[config.mk]
export PLATFORM = sky130hd
export DESIGN_NAME = trig_delay_bank
export DESIGN_NICKNAME = d
export VERILOG_FILES = /design/src/rtl/tdb_pkg.sv /design/src/rtl/tdb_sync.sv /design/src/rtl/tdb_regfile.sv /design/src/rtl/tdb_channel.sv /design/src/rtl/trig_delay_bank.sv
export SDC_FILE = /design/constraint.sdc
export NUM_CORES = 1
export LEC_CHECK = 0
export BUFFER_PORTS_ARGS = -buffer_cell sky130_fd_sc_hd__buf_2
export CAP_MARGIN = 20
export CORE_MARGIN = 1
export CORE_UTILIZATION = 35
export CTS_BUF_LIST = sky130_fd_sc_hd__clkbuf_4 sky130_fd_sc_hd__clkbuf_8
export DETAILED_ROUTE_END_ITERATION = 10
export PLACE_DENSITY_LB_ADDON = 0.12
export SYNTH_ARGS = -nofsm -noshare
export SYNTH_HDL_FRONTEND = slang
export SYNTH_HIERARCHICAL = 1
export SYNTH_SLANG_ARGS = --single-unit
[constraint.sdc]
create_clock -name clk -period 6.77 [get_ports clk]
set_clock_uncertainty 0.1 [all_clocks]
set_input_delay 0 -clock clk [delete_from_list [all_inputs] [get_ports clk]]
set_output_delay 0 -clock clk [all_outputs]
set_load 0.005 [all_outputs]
[src/rtl/tdb_pkg.sv]
package tdb_pkg;
   localparam int HWORD_W = 16;
   typedef logic [HWORD_W-1:0] hword_t;

   // Byte address of channel idx within the register window
   function automatic int chan_byte_addr(input int base, input int idx);
      return base + 2 * idx;
   endfunction
endpackage

[src/rtl/tdb_sync.sv]
module tdb_sync #(
   parameter int WIDTH  = 4,
   parameter int STAGES = 2
) (
   input  logic             clk,
   input  logic             rst_n,
   input  logic [WIDTH-1:0] d,
   output logic [WIDTH-1:0] q
);
   if (STAGES < 0) begin : g_bad
      $error("tdb_sync: STAGES must not be negative");
   end

   if (STAGES == 0) begin : g_bypass
      assign q = d;
   end else begin : g_chain
      logic [WIDTH-1:0] stage_q [STAGES];
      always_ff @(posedge clk) begin
         if (!rst_n) begin
            for (int s = 0; s < STAGES; s++) stage_q[s] <= '0;
         end else begin
            stage_q[0] <= d;
            for (int s = 1; s < STAGES; s++) stage_q[s] <= stage_q[s-1];
         end
      end
      assign q = stage_q[STAGES-1];
   end
endmodule

[src/rtl/tdb_regfile.sv]
module tdb_regfile
   import tdb_pkg::*;
#(
   parameter int NUM_CH    = 10,
   parameter int ADDR_W    = 8,
   parameter int BASE_ADDR = 32
) (
   input  logic                      clk,
   input  logic                      rst_n,
   input  logic                      wr_en,
   input  logic                      rd_en,
   input  logic [ADDR_W-1:0]         addr,
   input  logic [NUM_CH*HWORD_W-1:0] ch_rdata,
   output logic [NUM_CH-1:0]         wr_hit,
   output hword_t                    rd_data
);
   localparam int LAST_ADDR = BASE_ADDR + 2 * (NUM_CH - 1);

   if (LAST_ADDR >= (1 << ADDR_W)) begin : g_bad_span
      $error("tdb_regfile: register window exceeds address space");
   end
   if (BASE_ADDR % 2 != 0) begin : g_bad_align
      $error("tdb_regfile: BASE_ADDR must be halfword aligned");
   end

   logic [NUM_CH-1:0] addr_match;
   hword_t            rd_mux;

   for (genvar i = 0; i < NUM_CH; i++) begin : g_dec
      localparam logic [ADDR_W-1:0] CH_ADDR = ADDR_W'(chan_byte_addr(BASE_ADDR, i));
      assign addr_match[i] = (addr == CH_ADDR);
      assign wr_hit[i]     = wr_en & addr_match[i];
   end

   always_comb begin
      rd_mux = '0;
      for (int i = 0; i < NUM_CH; i++) begin
         if (addr_match[i]) rd_mux = ch_rdata[i*HWORD_W +: HWORD_W];
      end
   end

   always_ff @(posedge clk) begin
      if (!rst_n)     rd_data <= '0;
      else if (rd_en) rd_data <= rd_mux;
      else            rd_data <= '0;
   end
endmodule

[src/rtl/tdb_channel.sv]
module tdb_channel
   import tdb_pkg::*;
#(
   parameter int NUM_IN = 4,
   parameter int SEL_W  = 2,
   parameter int DLY_W  = 8
) (
   input  logic              clk,
   input  logic              rst_n,
   input  logic [NUM_IN-1:0] trig_sync,
   input  logic              wr_hit,
   input  hword_t            wdata,
   output hword_t            reg_view,
   output logic              pulse,
   output logic              det_flag,
   output logic              enabled
);
   localparam int SEL_LSB = DLY_W;
   localparam int EN_BIT  = DLY_W + SEL_W;
   localparam int DET_BIT = EN_BIT + 1;
   localparam int PAD_W   = HWORD_W - DET_BIT - 1;

   if (PAD_W < 0) begin : g_bad_fields
      $error("tdb_channel: fields do not fit in a halfword");
   end
   if ((1 << SEL_W) < NUM_IN) begin : g_bad_sel
      $error("tdb_channel: select field too narrow for NUM_IN");
   end

   logic [DLY_W-1:0] dly_q, cnt_q;
   logic [SEL_W-1:0] sel_q;
   logic             en_q, prev_q, busy_q, flag_q, pulse_q;
   logic             cur_val, new_val, accept;

   logic [SEL_W-1:0] wr_sel;
   assign wr_sel = wdata[SEL_LSB +: SEL_W];

   // Input selectors for the held and the incoming select values
   always_comb begin
      cur_val = 1'b0;
      new_val = 1'b0;
      for (int k = 0; k < NUM_IN; k++) begin
         if (sel_q  == SEL_W'(k)) cur_val = trig_sync[k];
         if (wr_sel == SEL_W'(k)) new_val = trig_sync[k];
      end
   end

   assign accept = en_q & cur_val & ~prev_q & ~busy_q;

   always_ff @(posedge clk) begin
      if (!rst_n) begin
         dly_q   <= '0;
         sel_q   <= '0;
         en_q    <= 1'b0;
         prev_q  <= 1'b0;
         busy_q  <= 1'b0;
         cnt_q   <= '0;
         flag_q  <= 1'b0;
         pulse_q <= 1'b0;
      end else if (wr_hit) begin
         dly_q   <= wdata[DLY_W-1:0];
         sel_q   <= wr_sel;
         en_q    <= wdata[EN_BIT];
         prev_q  <= new_val;
         busy_q  <= 1'b0;
         cnt_q   <= '0;
         flag_q  <= 1'b0;
         pulse_q <= 1'b0;
      end else begin
         prev_q  <= cur_val;
         pulse_q <= 1'b0;
         if (accept) begin
            flag_q <= 1'b1;
            if (dly_q == '0) begin
               pulse_q <= 1'b1;
            end else begin
               busy_q <= 1'b1;
               cnt_q  <= dly_q;
            end
         end else if (busy_q) begin
            cnt_q <= cnt_q - 1'b1;
            if (cnt_q == DLY_W'(1)) begin
               pulse_q <= 1'b1;
               busy_q  <= 1'b0;
            end
         end
      end
   end

   if (PAD_W > 0) begin : g_pad
      assign reg_view = {{PAD_W{1'b0}}, flag_q, en_q, sel_q, dly_q};
   end else begin : g_nopad
      assign reg_view = {flag_q, en_q, sel_q, dly_q};
   end

   assign pulse    = pulse_q;
   assign det_flag = flag_q;
   assign enabled  = en_q;
endmodule

[src/rtl/trig_delay_bank.sv]
module trig_delay_bank
   import tdb_pkg::*;
#(
   parameter int NUM_CH      = 10,
   parameter int NUM_IN      = 4,
   parameter int DLY_W       = 8,
   parameter int ADDR_W      = 8,
   parameter int BASE_ADDR   = 32,
   parameter int SYNC_STAGES = 2
) (
   input  logic              clk,
   input  logic              rst_n,
   input  logic [NUM_IN-1:0] trig_in,
   input  logic              wr_en,
   input  logic [ADDR_W-1:0] addr,
   input  logic [15:0]       wdata,
   input  logic              rd_en,
   output logic [15:0]       rd_data,
   output logic [NUM_CH-1:0] trig_out
);
   localparam int SEL_W = (NUM_IN > 1) ? $clog2(NUM_IN) : 1;

   if (NUM_CH < 1) begin : g_bad_ch
      $error("trig_delay_bank: NUM_CH must be at least 1");
   end
   if (NUM_IN < 2) begin : g_bad_in
      $error("trig_delay_bank: NUM_IN must be at least 2");
   end
   if (DLY_W < 1) begin : g_bad_dly
      $error("trig_delay_bank: DLY_W must be at least 1");
   end

   logic [NUM_IN-1:0]         trig_sync;
   logic [NUM_CH-1:0]         wr_hit;
   logic [NUM_CH-1:0]         det_flag;
   logic [NUM_CH-1:0]         ch_en;
   logic [NUM_CH*HWORD_W-1:0] ch_rdata;

   tdb_sync #(
      .WIDTH (NUM_IN),
      .STAGES(SYNC_STAGES)
   ) u_sync (
      .clk  (clk),
      .rst_n(rst_n),
      .d    (trig_in),
      .q    (trig_sync)
   );

   tdb_regfile #(
      .NUM_CH   (NUM_CH),
      .ADDR_W   (ADDR_W),
      .BASE_ADDR(BASE_ADDR)
   ) u_regs (
      .clk     (clk),
      .rst_n   (rst_n),
      .wr_en   (wr_en),
      .rd_en   (rd_en),
      .addr    (addr),
      .ch_rdata(ch_rdata),
      .wr_hit  (wr_hit),
      .rd_data (rd_data)
   );

   for (genvar i = 0; i < NUM_CH; i++) begin : g_ch
      tdb_channel #(
         .NUM_IN(NUM_IN),
         .SEL_W (SEL_W),
         .DLY_W (DLY_W)
      ) u_chan (
         .clk      (clk),
         .rst_n    (rst_n),
         .trig_sync(trig_sync),
         .wr_hit   (wr_hit[i]),
         .wdata    (wdata),
         .reg_view (ch_rdata[i*HWORD_W +: HWORD_W]),
         .pulse    (trig_out[i]),
         .det_flag (det_flag[i]),
         .enabled  (ch_en[i])
      );
   end
endmodule

=== Word-level counts from Yosys, hierarchy flattened ===
Memory sizes are Yosys's and may differ from the RTL's.
Index checks and enable logic that the tools add are counted.

* Input port bits: 32
* Output and inout bits: 26
* Memory bits (writable): 8
* Register bits after elaboration: 246
* Memories: 1
* Logic and storage cells: 451

{| class="wikitable"
|+ Memories
! memory !! depth !! bits a word !! rd ports !! clocked after memory_dff !! write ports !! line !! RTL
|-
| u_sync.g_chain.stage_q || 2 || 4 || 2 || 0 || 2 || tdb_sync.sv:17 || <nowiki>logic [WIDTH-1:0] stage_q [STAGES];</nowiki>
|}

* Add/subtract/negate cells: 10
* Equal/unequal tests: 63
* Reduce and logical (&&, ||, !) cells: 53
* Muxes and demuxes: 178
* Bitwise gates (word level): 64

{| class="wikitable"
|+ Operator list
! cell !! number
|-
| 8-bit 2-to-1 mux || 30
|-
| 1-bit 2-to-1 mux || 136
|-
| 12-bit 2-to-1 mux || 10
|-
| 8-bit by 1-bit == test with 1-bit output, second input constant || 10
|-
| 8-bit by 6-bit == test with 1-bit output, second input constant || 10
|-
| 8-bit logical NOT || 10
|-
| 8-bit by 1-bit subtractor with 8-bit output, second input constant || 10
|-
| 2-bit == test, second input constant || 22
|-
| 1-bit bitwise AND || 40
|-
| 2-bit by 1-bit == test with 1-bit output, second input constant || 11
|-
| 2-bit logical NOT || 11
|-
| 1-bit inverter || 22
|-
| 2-bit AND reduction || 11
|-
| 2-bit != test, second input constant || 10
|-
| 2-bit nonzero test || 10
|-
| 2-bit OR reduction || 10
|-
| 11-bit OR reduction || 1
|-
| 4-bit 2-to-1 mux || 2
|-
| 1-bit OR || 2
|}

=== Longest topological paths before layout ===
Gate-level depths: netlist (run 1).

* Depth in word-level cells: 11
* Mapped depth: 11

=== Cells and area by module ===
The synthesis (run 1) kept the hierarchy.

{| class="wikitable"
|+ Modules (own cells, without submodules)
! module !! instances !! area an instance (um2) !! cells each !! seq. area each (um2)
|-
| tdb_channel || 10 || 1179.9 || 127 || 460.4
|-
| tdb_regfile || 1 || 2031.9 || 276 || 320.3
|-
| tdb_sync || 1 || 240.2 || 20 || 160.2
|}

=== Least setup slack after synthesis (run 1) ===
OpenSTA, ideal clock, no wires.

* Path kind: input port to flip-flop
* Start: input port addr[3]
* End: register g_ch[9].u_chan.dly_q[0]
* Stages: 11
* Arrival: 2.093 ns
* Path slack: 4.460 ns
* Buffers on the path: 5
* Path through: buf_2 > nor4b_4 > and2_1 > buf_2 > nand2_1 > buf_2 > nor2_1 > clkbuf_1 > buf_1 > mux2i_1 > nor2b_1

* Longest elaborated chain between the ends: 2

{| class="wikitable"
|+ RTL lines
! what !! line !! RTL
|-
| start, declared || trig_delay_bank.sv:15 || <nowiki>input logic [ADDR_W-1:0] addr,</nowiki>
|-
| 8-bit by 6-bit == test with 1-bit output || tdb_regfile.sv:31 || <nowiki>assign addr_match[i] = (addr == CH_ADDR);</nowiki>
|-
| 1-bit bitwise AND || tdb_regfile.sv:32 || <nowiki>assign wr_hit[i] = wr_en & addr_match[i];</nowiki>
|-
| via wr_hit[9] || trig_delay_bank.sv:34 || <nowiki>logic [NUM_CH-1:0] wr_hit;</nowiki>
|-
| end signal, assigned || tdb_channel.sv:61 || <nowiki>dly_q <= wdata[DLY_W-1:0];</nowiki>
|-
| end, declared || tdb_channel.sv:30 || <nowiki>logic [DLY_W-1:0] dly_q, cnt_q;</nowiki>
|}

The timed path passes the listed nets, and every way through them passes these cells.
A chain may end at the register's enable or synchronous reset.

=== Worst setup path after layout (run 1) ===
* Start: input port addr[4]
* End: register g_ch[9].u_chan.dly_q[1]

The elaborated chain is that of the path after synthesis.

==> results of run 1 <==
## power breakdown
part / leakage [nW] / total [mW] / internal [mW] / switching [mW]
Sequential: 2.05 / 1.51 / 1.50 / 0.00994
Clock: 0.556 / 1.63 / 0.940 / 0.694
Combinational: 2.99 / 0.169 / 0.0626 / 0.106
Total: 5.59 / 3.31 / 2.50 / 0.810
## sequential cells by signal, summed over array words and instances (netlist names)
signal	cells
g_ch.u_chan/cnt_q	80
g_ch.u_chan/dly_q	80
g_ch.u_chan/sel_q	20
u_regs/rd_data	16
g_ch.u_chan/busy_q	10
g_ch.u_chan/det_flag	10
g_ch.u_chan/enabled	10
g_ch.u_chan/prev_q	10
g_ch.u_chan/pulse	10
u_sync/g_chain.stage_q	8
## cell usage after synthesis, types with 3 or more instances
cell type	count	area share, %
a21o_1	7	0.37
nand3_1	3	0.11
buf_1	11	0.29
a221oi_1	4	0.25
o32ai_1	10	0.62
or2_2	10	0.44
inv_1	39	1.0
dfxtp_1	254	36
buf_4	68	3.6
or3_1	11	0.49
nor3_1	14	0.50
a22oi_1	8	0.43
o21ai_0	36	1.3
o22a_1	40	2.5
nor2b_1	134	6.0
ha_1	20	1.8
nor3b_1	10	0.53
o41ai_1	22	1.4
and3_1	4	0.18
o211ai_1	36	1.9
o31a_2	10	0.71
o221ai_1	7	0.44
a22o_1	6	0.37
a211o_1	10	0.62
nand2b_1	25	1.1
nor2_1	133	3.5
conb_1	10	0.27
nand2_1	89	2.4
clkbuf_1	49	1.3
a221o_1	6	0.43
o31ai_1	20	1.1
a211oi_1	11	0.59
a21oi_1	121	4.3
mux2i_1	161	11
and2_1	21	0.93
mux4_2	25	4.0
buf_2	30	1.1
nor4_1	42	1.9
or4b_4	10	0.98
or4_4	10	0.80
a31oi_1	6	0.27
## layer usage
layer  part of all wire (%)  GRT usage [%]  routed length, um
met5                  0.030              0                 13
met4                    3.0          8.647               1309
met3                    4.4          3.226               1915
met1                     48          29.05              20720
met2                     45          32.49              19330
## cells in the final DEF (no fill, tap or decap), types with 11 or more instances in the layout
master,synthesis,final
nand2_1,89,89
or3_1,11,11
o211ai_1,36,36
nor2_1,133,133
clkbuf_4,0,21
o21ai_0,36,36
a21oi_1,121,121
dlygate4sd3_1,0,35
nor2b_1,134,134
buf_4,68,15
nor3_1,14,13
ha_1,20,20
inv_1,39,39
conb_1,10,40
o41ai_1,22,22
clkbuf_8,0,59
o31ai_1,20,20
dfxtp_1,254,254
a211oi_1,11,11
and2_1,21,21
mux4_2,25,25
o22a_1,40,40
nand2b_1,25,25
buf_2,30,51
nor4_1,42,40
mux2i_1,161,161
## what timing repair did
item / in CTS / in global routing
hold buffers: 35 / 0
buffers inserted: 0 / 0
endpoints found under the setup margin: 0 / 0
endpoints found under the hold margin: 139 / 0
## cells by family (layout without fill, tap and decap cells)
logic type | after synthesis | in the layout | share of synthesized area, %
and+or+nand+nor | 528 | 528 | 20.79
AOI/OAI and AO/OA | 366 | 366 | 17.88
DFF | 254 | 254 | 36.14
buffers and inverters | 200 | 227 | 7.532
muxes | 188 | 188 | 15.61
adders and majority gates | 20 | 20 | 1.778
other | 10 | 43 | 0.2668
## critical path: stages
cell and delay, ps:
dlygate4sd3_1 560, buf_2 210, nor4b_4 710, and2_1 570
nand2_1 390, nor2_1 260, buf_4 280, mux2i_1 210
nor2b_1 60, dlygate4sd3_1 550
## cell type report
cell class | instances | area (sq um)
Timing Repair Buffer | 101 | 718.2
Fill cell | 4069 | 24020
Antenna cell | 3 | 7.507
Inverter | 39 | 146.4
Tap cell | 525 | 656.9
Multi-Input combinational cell | 1142 | 8056
Clock buffer | 80 | 969.7
Clock inverter | 7 | 70.07
Sequential cell | 254 | 5085
## final timing paths
kind,endpoint,slack (ps),cells past startpoint,startpoint
worst max register to register,g_ch[9].u_chan/cnt_q[1],3780,5,u_sync/g_chain.stage_q[0][6]
worst min-delay path,g_ch[8].u_chan/dly_q[6],70,7,addr[6]
worst min register to register,u_sync/g_chain.stage_q[0][6],330,1,u_sync/g_chain.stage_q[0][2]
worst max-delay path,g_ch[9].u_chan/dly_q[1],3380,10,addr[4]
## metrics by stage
step,setup slack (ps),power (mW),area (sq um),util (%)
global placement,3546,1.694,14310,36.02
global route,3195,3.443,15710,39.53
finish,3376,3.313,15710,39.54
floorplan,4460,1.647,14180,-
detailed placement,3492,1.696,14310,36.02
CTS,3493,3.365,15700,39.52
==> impl_metrics.yaml, run 1 <==
global_route:
  grt_pass1_wl_um: 66330
  grt_max_degree: 74
  grt_overflow: 0
  grt_pass1_vias: 11168
  antenna_found_initial: 4
  grt_usage_pct: 20.99
yosys:
  yosysSeqAreaShare_pct: 36.14
  synth_warnings: 6
  ys_seq_elements: 254
  synth_flop_cell: "dfxtp_1"
  avgSynthCellArea_sq_um: 8.985
  synth_edf_count: 0
  synth_cells: 1566
  yosysUniqueCellTypes: 58
  synthArstFlopShare_pct: 0
  syn_area_sq_um: 14070
worst_setup_path:
  cp.arrival_ps: 3820
  worstSetupPathType: "input port to register"
  critPathCaptureType: "register"
  cp.required_ps: 7190
  crit_path_start_kind: "input port"
  crit_path_max_fanout: 16
route:
  wire_per_inst_um: 20.12
  via_per_inst: 5.366
  drc: 0
  ant_nets: 0
  wl_um: 43290
  drtIter0Drc: 885
  vias: 11542
  dr.pass1.iters: 7
floorplan:
  initial_core_util_pct: 35.41
  ioPinCount: 58
  die_y_um: 202.5
  dieArea_sq_um: 41010
  fp-row-count: 73
  die_w_um: 202.5
  coreArea_sq_um: 39730
run:
  drv_cap: 0
clock_network:
  cts_max_level: 2
  numCtsBuffers: 49
  clk_pin_slew_ps: 60
  cts_max_path_buffers: 3
  cts-root-buf: "clkbuf_8"
  clock-sinks: 254
  cts_tree: "yes"
  clk_latency_ps: 640
  ctsResizeCount: 0
placed_design:
  portBuffers: 52
  placedCellCount: 2026
  hpwl_um: 29380
  gp_congestion: 0.8555
power:
  powerDensity_nw_per_um2: 210.9
  p_leak_nw: 5.588
  vdd_drop_max_mv: 0.1228
sta:
  slew_viol_final: 0
  worst_slew_pin_slew_ps: 1050
  setup_viol: 0
  post-route-period-util_pct: 50.13
  rsz0062_at_grt: "false"
  hold_ws_ps: 69.74
  period_minus_slack_ps: 3394
  finalSetupTns_ps: 0
  slew_headroom_pct: 29.92
  hold_viol: 0
  fmax_ghz: 0.2947
final_layout:
  instances_no_fill: 2151
  fin_nets: 1639
  drive_gt1_share_pct: 14.17
  syn2layout_area_growth_pct: 11.65
min_path:
  min_path_type: "input port to register"
outcome:
  status: "complete, no violations"
No activity file was read; power rests on OpenSTA's default activity.
==> inputs of run 2 (changes only) <==
==> constraint.sdc (replaced) <==
create_clock -name clk -period 3.02 [get_ports clk]
set_clock_uncertainty 0.1 [all_clocks]
set_input_delay 0 -clock clk [delete_from_list [all_inputs] [get_ports clk]]
set_output_delay 0 -clock clk [all_outputs]
set_load 0.005 [all_outputs]
==> run 2 against run 1 <==
Against the previous run:
- routed wire length up 0.15%
- non-clock buffer count up 30
- sequential power up 120%
- global-route usage up 0.20 points
- largest power group unchanged
- highest routed layer is now met4
==> impl_metrics.yaml, run 2 (synthesis gave the netlist of run 1 again) <==
final_layout:
  final_core_util_pct: 40.22
  syn2layout_area_growth_pct: 13.57
  largestRegisters: "g_ch.u_chan/cnt_q (80), g_ch.u_chan/dly_q (80), g_ch.u_chan/sel_q (20)"
  fin_nets: 1668
  fillCellCount: 4027
  drive_gt1_share_pct: 15.90
  layout_common_cells: "254 x dfxtp_1, 161 x mux2i_1, 134 x nor2b_1, 133 x nor2_1, 120 x a21oi_1"
  instances_no_fill: 2180
  final_common_cell: "dfxtp_1"
worst_setup_path:
  crit_path_max_fanout: 20
  crit_path_start_kind: "register"
  rr_startpoint: "u_sync/g_chain.stage_q[0][4]"
  cp.arrival_ps: 3220
  rrSetupSlack_ps: 180
  critPathCaptureType: "register"
  rr_endpoint: "g_ch[5].u_chan/cnt_q[4]"
  r2r_cells: 5
  worstSetupPathType: "register to register"
  cp.required_ps: 3400
sta:
  post-route-period-util_pct: 94.07
  rsz0062_at_grt: "false"
  slew_viol_final: 0
  finalSetupTns_ps: 0
  worst_slew_pin_slew_ps: 967.6
  setup_viol: 0
  fmax_ghz: 0.3520
  slew_headroom_pct: 35.00
  hold_ws_ps: 61.86
  hold_viol: 0
  period_minus_slack_ps: 2841
min_path:
  min_path_cells: 5
  hold_end: "u_regs/rd_data[4]"
  min_path_type: "input port to register"
  hold_start: "addr[5]"
placed_design:
  placedCellCount: 2057
  gp_congestion: 0.8774
  portBuffers: 52
  hpwl_um: 30460
floorplan:
  ioPinCount: 58
  fp-row-count: 73
  die_y_um: 202.5
  die_w_um: 202.5
  coreArea_sq_um: 39730
  initial_core_util_pct: 35.41
  dieArea_sq_um: 41010
outcome:
  status: "complete, no violations"
global_route:
  grt_pass1_wl_um: 67040
  grt_overflow: 0
  grt_pass1_vias: 11001
  grt_usage_pct: 21.19
  grt_max_degree: 50
  antenna_found_initial: 2
route:
  vias: 11698
  dr.pass1.iters: 5
  wire_per_inst_um: 19.89
  drtIter0Drc: 739
  wl_um: 43350
  ant_nets: 0
  via_per_inst: 5.366
  drc: 0
power:
  power_mw: 7.438
  powerDensity_nw_per_um2: 465.5
  vdd_drop_max_mv: 0.2923
  p_leak_nw: 5.750
clock_network:
  clk_latency_ps: 620
  cts_tree: "yes"
  cts_setup_buffers: 0
  cts_max_path_buffers: 3
  cts-root-buf: "clkbuf_8"
  numCtsBuffers: 48
  clk_pin_slew_ps: 60
  clock-sinks: 254
  cts_max_level: 2
run:
  drv_cap: 0
-- run 2: metrics by stage --
step	instance area, sq um	setup slack, ps
2_1_floorplan	14180	710.1
3_3_place_gp	14570	279.5
3_5_place_dp	14570	239.9
4_1_cts	15970	224.4
5_1_grt	15980	21.87
6_report	15980	179.1
-- run 2: worst max path at each step --
stage                                       startpoint  cells after the start  slack (ps)                 endpoint
after floorplan                                addr[3]                     11         710  g_ch[9].u_chan/dly_q[0]
after global placement    u_sync/g_chain.stage_q[0][7]                      5         280  g_ch[5].u_chan/cnt_q[4]
after detailed placement  u_sync/g_chain.stage_q[0][5]                      5         240  g_ch[5].u_chan/cnt_q[4]
after CTS                 u_sync/g_chain.stage_q[0][4]                      5         220  g_ch[4].u_chan/cnt_q[6]
after global routing      u_sync/g_chain.stage_q[0][4]                      5          20  g_ch[5].u_chan/cnt_q[4]
final                     u_sync/g_chain.stage_q[0][4]                      5         180  g_ch[5].u_chan/cnt_q[4]
-- run 2: critical path: stages (launching register included) --
cell and delay (ps):
dfxtp_1 590, mux4_2 640, and2_1 290, a21oi_1 770, o22a_1 270, nor2_1 40
-- run 2: power by group --
| group | leakage (nW) | switching, mW | internal (mW) | total [mW] |
|---|---|---|---|---|
| registers | 2.05 | 0.0187 | 3.36 | 3.38 |
| clock network | 0.564 | 1.56 | 2.10 | 3.66 |
| logic | 3.14 | 0.241 | 0.152 | 0.393 |
| total | 5.75 | 1.82 | 5.61 | 7.44 |
-- run 2: metal layers --
layer / vias to the layer above / wire, um / GRT usage (%)
met5: - / 0 / 0
li1: 5696 / - / -
met1: 5716 / 21410 / 30.12
met2: 231 / 19260 / 32.62
met3: 55 / 1698 / 3.708
met4: 0 / 977 / 6.176
-- run 2: layout make-up --
cell class	count	area (sq um)	area share, %
tap	525	656.9	4.111
antenna	1	2.502	0.01566
timing repair buffer	131	965.9	6.044
sequential	254	5085	31.82
inverter	39	146.4	0.9161
multi-input combinational	1142	8060	50.44
clock inverter	10	65.06	0.4071
clock buffer	78	998.5	6.248
-- run 2: what timing repair did --
action / 4_1_cts / 5_1_grt
endpoints found under the setup margin: 0 / 4
gates resized for setup: 0 / 1
hold buffers: 34 / 0
hold endpoints to repair: 148 / 0
